## src/rtl/rxr_pkg.sv

```systemverilog
package rxr_pkg;

   // Header layout: four 16-bit words in front of each payload
   localparam int unsigned HDR_WORDS = 4;
   localparam int unsigned WORD_W    = 16;
   localparam int unsigned BYTE_W    = 8;

   // Fixed encodings the host relies on
   localparam logic [WORD_W-1:0] EVT_CODE  = 16'h0008;
   localparam int unsigned       GOOD_BIT  = 13;
   localparam logic [WORD_W-1:0] ERR_MASK  = 16'h0D81;

   typedef enum logic [2:0] {
      ST_RX   = 3'd0,
      ST_STAT = 3'd1,
      ST_NEXT = 3'd2,
      ST_CNT  = 3'd3,
      ST_CLR  = 3'd4,
      ST_EVT  = 3'd5
   } rxr_state_e;

endpackage

```

## src/rtl/rxr_ring_step.sv

```systemverilog
module rxr_ring_step #(
   parameter  int PAGE_BITS = 8,
   parameter  int OFF_BITS  = 8,
   localparam int WW        = PAGE_BITS + OFF_BITS - 1,
   localparam int OW        = OFF_BITS - 1
) (
   input  logic [WW-1:0]        cur_w,
   input  logic [PAGE_BITS-1:0] lo_pg,
   input  logic [PAGE_BITS-1:0] hi_pg,
   output logic [WW-1:0]        nxt_w
);

   logic [WW-1:0] top_w;
   logic [WW-1:0] base_w;

   assign top_w  = {hi_pg, {OW{1'b1}}};
   assign base_w = {lo_pg, {OW{1'b0}}};
   assign nxt_w  = (cur_w == top_w) ? base_w : cur_w + 1'b1;

endmodule

```

## src/rtl/rxr_hdr_addr.sv

```systemverilog
module rxr_hdr_addr
   import rxr_pkg::*;
#(
   parameter  int PAGE_BITS = 8,
   parameter  int OFF_BITS  = 8,
   localparam int WW        = PAGE_BITS + OFF_BITS - 1
) (
   input  logic [WW-1:0]                hdr_w,
   input  logic [PAGE_BITS-1:0]         lim_lo,
   input  logic [PAGE_BITS-1:0]         lim_hi,
   input  logic [WW-1:0]                stop_w,
   output logic [HDR_WORDS:0][WW-1:0]   hw,
   output logic                         hdr_hit
);

   logic [HDR_WORDS-1:0] hit_v;

   assign hw[0] = hdr_w;

   // Chain of ring steppers: hw[i] is header word i, hw[HDR_WORDS] is payload start
   for (genvar i = 0; i < HDR_WORDS; i++) begin : g_chain
      rxr_ring_step #(
         .PAGE_BITS(PAGE_BITS),
         .OFF_BITS (OFF_BITS)
      ) u_step (
         .cur_w(hw[i]),
         .lo_pg(lim_lo),
         .hi_pg(lim_hi),
         .nxt_w(hw[i+1])
      );
      assign hit_v[i] = (hw[i] == stop_w);
   end

   assign hdr_hit = |hit_v;

endmodule

```

## src/rtl/rxr_packer.sv

```systemverilog
module rxr_packer
   import rxr_pkg::*;
#(
   parameter int LEN_BITS = 14
) (
   input  logic                clk,
   input  logic                rst_n,
   input  logic                acc,
   input  logic [BYTE_W-1:0]   byte_in,
   input  logic                last,
   output logic                emit,
   output logic [WORD_W-1:0]   word,
   output logic [LEN_BITS-1:0] len_nx,
   output logic                first
);

   logic                have_lo;
   logic [BYTE_W-1:0]   lo_q;
   logic [LEN_BITS-1:0] len_q;

   assign emit   = acc & (have_lo | last);
   assign word   = have_lo ? {byte_in, lo_q} : {{BYTE_W{1'b0}}, byte_in};
   assign len_nx = len_q + 1'b1;
   assign first  = (len_q == '0);

   always_ff @(posedge clk) begin
      if (!rst_n) begin
         have_lo <= 1'b0;
         lo_q    <= '0;
         len_q   <= '0;
      end else if (acc) begin
         if (last) begin
            have_lo <= 1'b0;
            len_q   <= '0;
         end else begin
            len_q <= len_nx;
            if (have_lo) begin
               have_lo <= 1'b0;
            end else begin
               have_lo <= 1'b1;
               lo_q    <= byte_in;
            end
         end
      end
   end

   // a byte held for pairing is consumed by the next accepted byte
   a_r2_pair_flush: assert property (@(posedge clk) disable iff (!rst_n)
      (acc && have_lo) |=> !have_lo);

endmodule

```

## src/rtl/rxr_ctrl.sv

```systemverilog
module rxr_ctrl
   import rxr_pkg::*;
#(
   parameter  int PAGE_BITS = 8,
   parameter  int OFF_BITS  = 8,
   parameter  int LEN_BITS  = 14,
   parameter  int ERR_BIT   = 11,
   localparam int WW        = PAGE_BITS + OFF_BITS - 1,
   localparam int OW        = OFF_BITS - 1
) (
   input  logic                       clk,
   input  logic                       rst_n,
   input  logic                       in_valid,
   input  logic                       in_last,
   input  logic                       in_err,
   output logic                       in_ready,
   input  logic [PAGE_BITS-1:0]       lim_lo,
   input  logic [PAGE_BITS-1:0]       lim_hi,
   input  logic [WW-1:0]              stop_w,
   input  logic                       emit,
   input  logic [WORD_W-1:0]          word,
   input  logic [LEN_BITS-1:0]        len_nx,
   input  logic                       first,
   input  logic [HDR_WORDS:0][WW-1:0] hw,
   input  logic                       hdr_hit,
   output logic [WW-1:0]              hdr_w,
   output logic                       acc,
   output logic                       mem_we,
   output logic [WW-1:0]              mem_addr,
   output logic [WORD_W-1:0]          mem_wdata,
   output logic                       frame_done,
   output logic                       overrun
);

   localparam logic [WORD_W-1:0] GOOD_WORD = WORD_W'(1) << GOOD_BIT;
   localparam logic [WORD_W-1:0] BAD_WORD  = WORD_W'(1) << ERR_BIT;

   rxr_state_e          state;
   logic [WW-1:0]       cur_w;
   logic                wrote_any;
   logic                drop;
   logic [WW-1:0]       nxt_w;
   logic [LEN_BITS-1:0] flen;
   logic                ferr;

   logic [WW-1:0]       wa;
   logic [WW-1:0]       wa_nx;
   logic [WW-1:0]       end_w;
   logic                drop_now;
   logic                ovr_now;
   logic                do_wr;

   logic                we_d;
   logic [WW-1:0]       a_d;
   logic [WORD_W-1:0]   d_d;

   assign in_ready = (state == ST_RX);
   assign acc      = in_valid & in_ready;

   // Next payload word: the payload start until the first word is written
   assign wa = wrote_any ? cur_w : hw[HDR_WORDS];

   rxr_ring_step #(
      .PAGE_BITS(PAGE_BITS),
      .OFF_BITS (OFF_BITS)
   ) u_wstep (
      .cur_w(wa),
      .lo_pg(lim_lo),
      .hi_pg(lim_hi),
      .nxt_w(wa_nx)
   );

   assign end_w    = emit ? wa_nx : wa;
   assign drop_now = drop | (acc & first & hdr_hit) | (emit & (wa == stop_w));
   assign ovr_now  = acc & in_last & (drop_now | (end_w == stop_w));
   assign do_wr    = emit & ~drop_now;

   always_ff @(posedge clk) begin
      if (!rst_n) begin
         state     <= ST_RX;
         hdr_w     <= {lim_lo, {OW{1'b0}}};
         cur_w     <= '0;
         wrote_any <= 1'b0;
         drop      <= 1'b0;
         nxt_w     <= '0;
         flen      <= '0;
         ferr      <= 1'b0;
      end else begin
         unique case (state)
            ST_RX: begin
               if (acc) begin
                  if (emit) begin
                     cur_w     <= wa_nx;
                     wrote_any <= 1'b1;
                  end
                  if (in_last) begin
                     drop      <= 1'b0;
                     wrote_any <= 1'b0;
                     if (!ovr_now) begin
                        nxt_w <= end_w;
                        flen  <= len_nx;
                        ferr  <= in_err;
                        state <= ST_STAT;
                     end
                  end else begin
                     drop <= drop_now;
                  end
               end
            end
            ST_STAT: state <= ST_NEXT;
            ST_NEXT: state <= ST_CNT;
            ST_CNT:  state <= ST_CLR;
            ST_CLR:  state <= ST_EVT;
            ST_EVT: begin
               hdr_w <= nxt_w;
               state <= ST_RX;
            end
            default: state <= ST_RX;
         endcase
      end
   end

   // Write port source select, registered below
   always_comb begin
      we_d = 1'b0;
      a_d  = wa;
      d_d  = word;
      unique case (state)
         ST_RX:   we_d = do_wr;
         ST_STAT: begin we_d = 1'b1; a_d = hw[1]; d_d = ferr ? BAD_WORD : GOOD_WORD; end
         ST_NEXT: begin we_d = 1'b1; a_d = hw[2]; d_d = WORD_W'({nxt_w, 1'b0}); end
         ST_CNT:  begin we_d = 1'b1; a_d = hw[3]; d_d = WORD_W'(flen); end
         ST_CLR:  begin we_d = 1'b1; a_d = nxt_w; d_d = '0; end
         ST_EVT:  begin we_d = 1'b1; a_d = hw[0]; d_d = EVT_CODE; end
         default: we_d = 1'b0;
      endcase
   end

   always_ff @(posedge clk) begin
      if (!rst_n) begin
         mem_we     <= 1'b0;
         mem_addr   <= '0;
         mem_wdata  <= '0;
         frame_done <= 1'b0;
         overrun    <= 1'b0;
      end else begin
         mem_we     <= we_d;
         mem_addr   <= a_d;
         mem_wdata  <= d_d;
         frame_done <= (state == ST_EVT);
         overrun    <= ovr_now;
      end
   end

   // the writer stops taking bytes only after a final byte was taken
   a_r8_hold_after_last: assert property (@(posedge clk) disable iff (!rst_n)
      $fell(in_ready) |-> $past(in_valid && in_last));

   // once a frame is committing, a further byte is refused next cycle
   a_r8_commit_busy: assert property (@(posedge clk) disable iff (!rst_n)
      (acc && in_last && !ovr_now) |=> !in_ready);

endmodule

```

## src/rtl/rxr_ring_writer.sv

```systemverilog
module rxr_ring_writer
   import rxr_pkg::*;
#(
   parameter  int PAGE_BITS = 8,
   parameter  int OFF_BITS  = 8,
   parameter  int LEN_BITS  = 14,
   parameter  int ERR_BIT   = 11,
   localparam int AW        = PAGE_BITS + OFF_BITS,
   localparam int WW        = AW - 1,
   localparam int OW        = OFF_BITS - 1
) (
   input  logic                 clk,
   input  logic                 rst_n,
   input  logic                 in_valid,
   input  logic [7:0]           in_data,
   input  logic                 in_last,
   input  logic                 in_err,
   output logic                 in_ready,
   input  logic [PAGE_BITS-1:0] lim_lo,
   input  logic [PAGE_BITS-1:0] lim_hi,
   input  logic [AW-1:0]        stop_ptr,
   output logic                 mem_we,
   output logic [WW-1:0]        mem_addr,
   output logic [15:0]          mem_wdata,
   output logic                 frame_done,
   output logic                 overrun,
   output logic [AW-1:0]        rx_base
);

   // Elaboration-time parameter checks
   if (AW > WORD_W) begin : g_chk_aw
      $error("byte address must fit the next-frame word");
   end
   if (OFF_BITS < 4) begin : g_chk_off
      $error("page must hold at least one header plus a word");
   end
   if (LEN_BITS < 1 || LEN_BITS > 16) begin : g_chk_len
      $error("length field width out of range");
   end
   if (ERR_BIT < 0 || ERR_BIT > 15 || ERR_MASK[ERR_BIT % 16] != 1'b1 || ERR_BIT == GOOD_BIT) begin : g_chk_err
      $error("error bit must be one of the error-mask bits");
   end

   logic [WW-1:0]              stop_w;
   logic [WW-1:0]              hdr_w;
   logic [HDR_WORDS:0][WW-1:0] hw;
   logic                       hdr_hit;
   logic                       acc;
   logic                       emit;
   logic [WORD_W-1:0]          word;
   logic [LEN_BITS-1:0]        len_nx;
   logic                       first;
   logic                       unused_stop_lsb;

   assign stop_w          = stop_ptr[AW-1:1];
   assign unused_stop_lsb = stop_ptr[0];
   assign rx_base         = {hdr_w, 1'b0};

   rxr_hdr_addr #(
      .PAGE_BITS(PAGE_BITS),
      .OFF_BITS (OFF_BITS)
   ) u_hdr (
      .hdr_w  (hdr_w),
      .lim_lo (lim_lo),
      .lim_hi (lim_hi),
      .stop_w (stop_w),
      .hw     (hw),
      .hdr_hit(hdr_hit)
   );

   rxr_packer #(
      .LEN_BITS(LEN_BITS)
   ) u_pack (
      .clk    (clk),
      .rst_n  (rst_n),
      .acc    (acc),
      .byte_in(in_data),
      .last   (in_last),
      .emit   (emit),
      .word   (word),
      .len_nx (len_nx),
      .first  (first)
   );

   rxr_ctrl #(
      .PAGE_BITS(PAGE_BITS),
      .OFF_BITS (OFF_BITS),
      .LEN_BITS (LEN_BITS),
      .ERR_BIT  (ERR_BIT)
   ) u_ctrl (
      .clk       (clk),
      .rst_n     (rst_n),
      .in_valid  (in_valid),
      .in_last   (in_last),
      .in_err    (in_err),
      .in_ready  (in_ready),
      .lim_lo    (lim_lo),
      .lim_hi    (lim_hi),
      .stop_w    (stop_w),
      .emit      (emit),
      .word      (word),
      .len_nx    (len_nx),
      .first     (first),
      .hw        (hw),
      .hdr_hit   (hdr_hit),
      .hdr_w     (hdr_w),
      .acc       (acc),
      .mem_we    (mem_we),
      .mem_addr  (mem_addr),
      .mem_wdata (mem_wdata),
      .frame_done(frame_done),
      .overrun   (overrun)
   );

   // no write lands on the word holding the stop byte
   a_r7_stop_guard: assert property (@(posedge clk) disable iff (!rst_n)
      mem_we |-> (mem_addr != $past(stop_ptr[AW-1:1])));

   // every write stays inside the ring
   a_r6_in_ring: assert property (@(posedge clk) disable iff (!rst_n)
      mem_we |-> ((mem_addr >= {$past(lim_lo), {OW{1'b0}}}) &&
                  (mem_addr <= {$past(lim_hi), {OW{1'b1}}})));

   // the commit pulse coincides with the event-code write
   a_r5_event_last: assert property (@(posedge clk) disable iff (!rst_n)
      frame_done |-> (mem_we && mem_wdata == EVT_CODE && mem_addr == $past(hdr_w)));

   // a frame is either committed or dropped, never both
   a_r7_excl: assert property (@(posedge clk) disable iff (!rst_n)
      !(frame_done && overrun));

   // the base pointer moves only with a commit
   a_r9_base_moves: assert property (@(posedge clk) disable iff (!rst_n)
      !$stable(rx_base) |-> frame_done);

endmodule

```

## config.mk

```make
export PLATFORM = sky130hd
export DESIGN_NAME = rxr_ring_writer
export DESIGN_NICKNAME = d
export VERILOG_FILES = /design/src/rtl/rxr_pkg.sv /design/src/rtl/rxr_ring_step.sv /design/src/rtl/rxr_hdr_addr.sv /design/src/rtl/rxr_packer.sv /design/src/rtl/rxr_ctrl.sv /design/src/rtl/rxr_ring_writer.sv
export SDC_FILE = /design/constraint.sdc
export NUM_CORES = 1
export LEC_CHECK = 0
export CAP_MARGIN = 20
export CORE_MARGIN = 4
export CORE_UTILIZATION = 35
export CTS_CLUSTER_SIZE = 8
export DETAILED_ROUTE_END_ITERATION = 7
export PLACE_DENSITY = 0.52
export SLEW_MARGIN = 20
export SYNTH_ARGS = -nofsm -noshare
export SYNTH_HDL_FRONTEND = slang
export SYNTH_HIERARCHICAL = 1
export SYNTH_SLANG_ARGS = --single-unit
```

## constraint.sdc

```tcl
create_clock -name clk -period 10.5 [get_ports clk]
set_input_delay 1.05 -clock clk [delete_from_list [all_inputs] [get_ports clk]]
set_output_delay 1.05 -clock clk [all_outputs]
set_load 0.05 [all_outputs]
```

==> results.sh, run 1 <==
export IMPL_status="finished, final reports clean"
export IMPL_cp_top_family="simple AND/OR/NAND/NOR gates"
export IMPL_core_mm2=0.02894
export IMPL_end_kind="register"
export IMPL_crit_start="lim_hi[6]"
export IMPL_ctsHoldBuffers=0
export IMPL_ys_warn_count=6
export IMPL_final_area_mm2=0.01244
export IMPL_critPathRequiredTime_ns=10.80
export IMPL_hold_viol_final=0
export IMPL_start_util_pct=35.73
export IMPL_fmax_mhz=104.3
export IMPL_syn_inst=1262
export IMPL_synth_edff_count=8
export IMPL_syn_to_final_growth_pct=20.30
export IMPL_vias=9851
export IMPL_critPathMostFrequentCell="nor4_4"
export IMPL_tightestPinTransition_ns=1.085
export IMPL_final_nets=1414
export IMPL_cp_arrival_ns=9.89
export IMPL_root_buffer="clkbuf_16"
export IMPL_place_inst=1727
export IMPL_rows=62
export IMPL_firstDrtPassIters=5
export IMPL_cts_htree_levels=4
export IMPL_drive_above_1_share_pct=15.20
export IMPL_io_pins=96
export IMPL_grt_pass1_vias=9373
export IMPL_critPathMaxFanout=10
export IMPL_fillers=2956
export IMPL_cts_setup_buffers=0
export IMPL_synth_area_top_cells="dfxtp_1, xor2_1, mux2i_1"
export IMPL_r2r_start="u_ctrl/hdr_w[13]"
export IMPL_slowest_delay_ns=0.58
export IMPL_async_flop_share_pct=0
export IMPL_finalSetupViolations=0
export IMPL_dp_worst_setup_slack_ns=0.5937
export IMPL_drv_slew=0
export IMPL_crit_buf_inv=2
export IMPL_ant_nets=0
export IMPL_overflow=0
export IMPL_grt_max_degree=92
export IMPL_gp_congestion=0.9788
export IMPL_holdWs_ns=0.4554
export IMPL_fin_crit_sh_pct=91.30
export IMPL_die_area_mm2=0.03236
export IMPL_vias_per_cell=5.600
export IMPL_routed_wirelength_um=39370
export IMPL_cts_sinks=122
export IMPL_synth_nets=1314
export IMPL_setup_tns_ns=0
export IMPL_insertion_delay_ns=0.43
export IMPL_clkTransAtPathRegs_ns=0.06
export IMPL_wl_per_cell_um=22.38
export IMPL_cts_tree="done"
export IMPL_place_area_mm2=0.01186
export IMPL_port_buffers=93
export IMPL_slew_headroom_pct=27.40
export IMPL_cts_path_max_buffers=2
export IMPL_first_iter_violations=893
export IMPL_cts_buffers=17
export IMPL_period_minus_slack_ns=9.587
export IMPL_hold_path_startpoint="u_ctrl/cur_w[6]"
export IMPL_die_y_um=179.9
export IMPL_die_w_um=179.9
export IMPL_synth_main_ff_cell="dfxtp_1"
export IMPL_ys_seq_elements=122
export IMPL_p_leak_nw=4.784
export IMPL_postLayoutCoreUtil_pct=42.99
export IMPL_route_detailed_drc=0
export IMPL_vdd_drop_max_v=0.00009093
export IMPL_setup_slack_ns=0.9135
export IMPL_grt_pass1_wl_um=58660
export IMPL_fin_skew_ns=0.01584
export IMPL_crit_path_top_delay_cell="or4_4"
export IMPL_ys_seq_area_share_pct=24.39
export IMPL_cp_start_kind="input pin"
export IMPL_rsz0062_at_grt="no"
export IMPL_critPathKind="in -> reg"
export IMPL_finalNonFillerCells=1759
export IMPL_netlist_area_mm2=0.01034
export IMPL_antenna_found_initial=0
export IMPL_track_usage_pct=23.30
export IMPL_post_synth_num_cell_types=71
export IMPL_p_per_area_mw_per_mm2=121.5
export IMPL_synth_top_area_share_pct=22.07
export IMPL_cts_resized=0
export IMPL_diodes=0
export IMPL_hp_class="reg -> reg"
export IMPL_synth_top_cell_by_area="dfxtp_1"
export IMPL_syn_avg_cell_area_um2=8.193
export IMPL_hpwlAfterDp_um=28860
export IMPL_power_mw=1.512
export IMPL_drv_cap=0
==> layout make-up <==
type,instances,area (um^2),share of cell area (%)
Clock buffer,17,425.4,3.420
Sequential cell,122,2525,20.30
Inverter,58,219.0,1.760
Clock inverter,15,146.4,1.177
Tap cell,384,480.5,3.862
Multi-Input combinational cell,1001,7187,57.78
Timing Repair Buffer,162,1456,11.71
==> synth_stat cells, types with 7 or more instances <==
cell	count
a21oi_1	77
nor2b_1	14
o22ai_1	18
mux2_1	30
or2_2	15
nand4_1	13
nor3_1	42
o21ai_0	39
o2bb2ai_1	8
a221oi_1	9
and2_2	10
nand2_1	161
mux2i_1	73
ha_1	7
edfxtp_1	8
dfxtp_1	114
a21boi_0	10
inv_1	50
clkbuf_1	41
nand2b_1	9
buf_1	8
nor2_1	62
a31oi_1	13
mux2_2	22
buf_2	7
buf_4	18
a22oi_1	12
and2_1	13
xnor2_1	33
mux2_4	11
nor4_4	12
xor2_1	162
nand3_1	31
nor4_1	31
==> path summary, 6_finish.rpt <==
path,to,slack [ns],cells past startpoint
worst max register to register,u_ctrl/nxt_w[4],1.37,28
worst min-delay path,u_ctrl/cur_w[6],0.46,2
worst min register to register,u_ctrl/cur_w[6],0.46,2
worst max-delay path,u_ctrl/nxt_w[4],0.91,29
==> where the power goes <==
part	total (mW)	switching, mW	internal (mW)	leakage (nW)
logic	0.419	0.265	0.153	3.49
registers	0.511	0.0191	0.491	1.01
clock network	0.583	0.266	0.316	0.282
==> layer usage <==
layer | global-route usage (%) | wire [um] | up-vias
met1 | 31.18 | 17340 | 4714
met2 | 36.99 | 17820 | 436
met3 | 3.800 | 2444 | 94
met4 | 10.45 | 1769 | 0
met5 | 0 | 0 | -
li1 | - | - | 4607
==> cells by family after synthesis <==
kind of cell,after synthesis,synth area share [%]
muxes,137,14.54
xor gates and xnor gates,195,16.52
adders and majority gates,7,0.8470
AOI/OAI and AO/OA,210,12.67
buffers and inverters,139,6.232
DFF,122,24.39
other,1,0.03627
and+or+nand+nor,451,24.76
==> state kept, by name, summed over array words and instances, names as in the netlist <==
register and cells:
u_ctrl/mem_wdata 16, u_ctrl/cur_w 15, u_ctrl/hdr_w 15, u_ctrl/mem_addr 15, u_ctrl/nxt_w 15, u_ctrl/flen 14
u_pack/len_q 14, u_pack/lo_q 8, u_ctrl/state 3, u_ctrl/drop 1, u_ctrl/ferr 1, u_ctrl/frame_done 1
u_ctrl/mem_we 1, u_ctrl/overrun 1, u_ctrl/wrote_any 1, u_pack/have_lo 1
==> worst register-to-register path, delay by kind of cell, from the launching register on <==
| family | cells | cell delay (ns) |
|---|---|---|
| AOI/OAI and AO/OA | 1 | 0.14 |
| xor gates and xnor gates | 5 | 1.06 |
| buffers and inverters | 1 | 0.20 |
| DFF | 1 | 0.58 |
| muxes | 8 | 2.87 |
| and+or+nand+nor | 13 | 4.18 |
==> cell usage in the layout (no fill, tap or decap), types with 7 or more instances in the layout <==
master,instances
nand4_1,13
nor4_4,12
nor2b_1,14
inv_1,49
clkdlybuf4s50_1,92
mux2_4,11
a31oi_1,13
edfxtp_1,8
nor2_1,61
a21boi_0,10
clkbuf_16,17
nor2_2,7
nand2_1,161
ha_1,7
dfxtp_1,112
mux2i_1,73
xor2_1,162
nor4_1,31
and2_1,13
a221oi_1,9
o22ai_1,18
mux2_2,22
mux2_1,30
nand3_1,31
buf_4,68
o2bb2ai_1,8
o21ai_0,39
xnor2_1,33
and2_2,10
a22oi_1,12
nand2b_1,9
or2_2,15
nor3_1,41
a21oi_1,77
Note: power is estimated with default switching activity, not from simulation.
==> run 2: changes to the inputs <==
==> constraint.sdc (replaced) <==
create_clock -name clk -period 10.65 [get_ports clk]
set_input_delay 1.065 -clock clk [delete_from_list [all_inputs] [get_ports clk]]
set_output_delay 1.065 -clock clk [all_outputs]
set_load 0.05 [all_outputs]
==> run 2 against run 1 <==
Net effect: first-iteration DRC count is 8.0% higher; critical path type unchanged; total power is 0.41% lower; critical endpoint is now u_ctrl/nxt_w[7]; via count is 0.18% lower; largest cell class unchanged; critical path depth is 1 higher.
==> results.sh, run 2 (synthesis results as in run 1) <==
export IMPL_vias=9833
export IMPL_insertion_delay_ns=0.43
export IMPL_regMostFlops="u_ctrl/mem_wdata"
export IMPL_clkTransAtPathRegs_ns=0.06
export IMPL_place_area_mm2=0.01181
export IMPL_grt_max_degree=91
export IMPL_die_area_mm2=0.03236
export IMPL_cts_resized=0
export IMPL_port_buffers=93
export IMPL_drive_above_1_share_pct=14.49
export IMPL_fillers=2951
export IMPL_hpwlAfterDp_um=28760
export IMPL_cp_start_kind="input pin"
export IMPL_overflow=0
export IMPL_setup_tns_ns=0
export IMPL_cts_sinks=122
export IMPL_io_pins=96
export IMPL_critPathMaxFanout=15
export IMPL_grt_pass1_vias=9364
export IMPL_route_detailed_drc=0
export IMPL_ant_nets=0
export IMPL_finalSetupViolations=0
export IMPL_core_mm2=0.02894
export IMPL_largest_register_ffs=16
export IMPL_multiInputGateArea_mm2=0.007182
export IMPL_firstDrtPassIters=5
export IMPL_cts_buffers=17
export IMPL_routed_wirelength_um=39510
export IMPL_cp_arrival_ns=10.08
export IMPL_cts_htree_levels=4
export IMPL_holdWs_ns=0.4523
export IMPL_root_buffer="clkbuf_16"
export IMPL_slowest_delay_ns=0.58
export IMPL_slew_headroom_pct=25.69
export IMPL_fin_crit_sh_pct=91.73
export IMPL_final_area_mm2=0.01239
export IMPL_die_w_um=179.9
export IMPL_regArea_mm2=0.002525
export IMPL_syn_to_final_growth_pct=19.85
export IMPL_gp_congestion=0.9988
export IMPL_drv_cap=0
export IMPL_hp_class="reg -> reg"
export IMPL_fin_skew_ns=0.01024
export IMPL_start_util_pct=35.73
export IMPL_die_y_um=179.9
export IMPL_crit_path_top_delay_cell="or4_4"
export IMPL_cts_setup_buffers=0
export IMPL_vdd_drop_max_v=0.00007515
export IMPL_wl_per_cell_um=22.58
export IMPL_final_cell_mix="xor2_1, nand2_1, dfxtp_1, clkdlybuf4s50_1, a21oi_1"
export IMPL_layout_commonest_cell="xor2_1"
export IMPL_cts_path_max_buffers=2
export IMPL_diodes=0
export IMPL_period_minus_slack_ns=9.769
export IMPL_postLayoutCoreUtil_pct=42.83
export IMPL_p_per_area_mw_per_mm2=121.5
export IMPL_grt_pass1_wl_um=58510
export IMPL_first_iter_violations=964
export IMPL_critPathKind="in -> reg"
export IMPL_status="finished, final reports clean"
export IMPL_antenna_found_initial=0
export IMPL_setup_slack_ns=0.8811
export IMPL_track_usage_pct=23.36
export IMPL_tightestPinTransition_ns=1.111
export IMPL_rows=62
export IMPL_critPathMostFrequentCell="nor4_4"
export IMPL_cts_tree="done"
export IMPL_vias_per_cell=5.619
export IMPL_end_kind="register"
export IMPL_drv_slew=0
export IMPL_p_leak_nw=4.745
export IMPL_dp_worst_setup_slack_ns=0.5263
export IMPL_rsz0062_at_grt="no"
export IMPL_final_nets=1405
export IMPL_fmax_mhz=102.4
export IMPL_hold_viol_final=0
export IMPL_critPathRequiredTime_ns=10.96
export IMPL_ctsHoldBuffers=0
## run 2: stage by stage
step	cells	total power, mW
2_1_floorplan	1262	0.7678
3_3_place_gp	1718	0.9154
3_5_place_dp	1718	0.9166
4_1_cts	1750	1.510
5_1_grt	1750	1.556
6_report	1750	1.506
## run 2: final cells by class
class	count	area share, %
Inverter	58	1.767
Tap cell	384	3.877
Timing Repair Buffer	153	11.31
Clock inverter	13	1.050
Sequential cell	122	20.38
Multi-Input combinational cell	1001	57.96
Clock buffer	19	3.665
## run 2: routing by layer
metal / wire length [um] / vias to the layer above / share of wire [%] / global-route usage, %
met1: 17490 / 4763 / 44 / 30.95
li1: - / 4589 / - / -
met5: 0 / - / 0 / 0
met4: 1403 / 0 / 3.6 / 9.479
met2: 18320 / 396 / 46 / 38.15
met3: 2297 / 85 / 5.8 / 3.577
## run 2: path summary, 6_finish.rpt
kind	slack, ns	startpoint	cells past startpoint	end
max	0.88	lim_hi[6]	30	u_ctrl/nxt_w[7]
min	0.45	u_ctrl/cur_w[6]	2	u_ctrl/cur_w[6]
max reg2reg	1.35	u_ctrl/hdr_w[13]	29	u_ctrl/nxt_w[7]
min reg2reg	0.45	u_ctrl/cur_w[6]	2	u_ctrl/cur_w[6]
## run 2: power by group
| part | switching, mW | total (mW) | internal [mW] |
|---|---|---|---|
| Clock | 0.251 | 0.592 | 0.341 |
| Combinational | 0.261 | 0.409 | 0.149 |
| Sequential | 0.0194 | 0.504 | 0.485 |
| Total | 0.531 | 1.51 | 0.974 |
## run 2: worst max-delay path, delay by kind of cell
kind	cells	cell delay, ns
AND/OR/NAND/NOR	13	4.29
multiplexers	8	2.86
XOR/XNOR	5	1.00
buffers and inverters	3	0.70
AO/OA/AOI/OAI	1	0.14
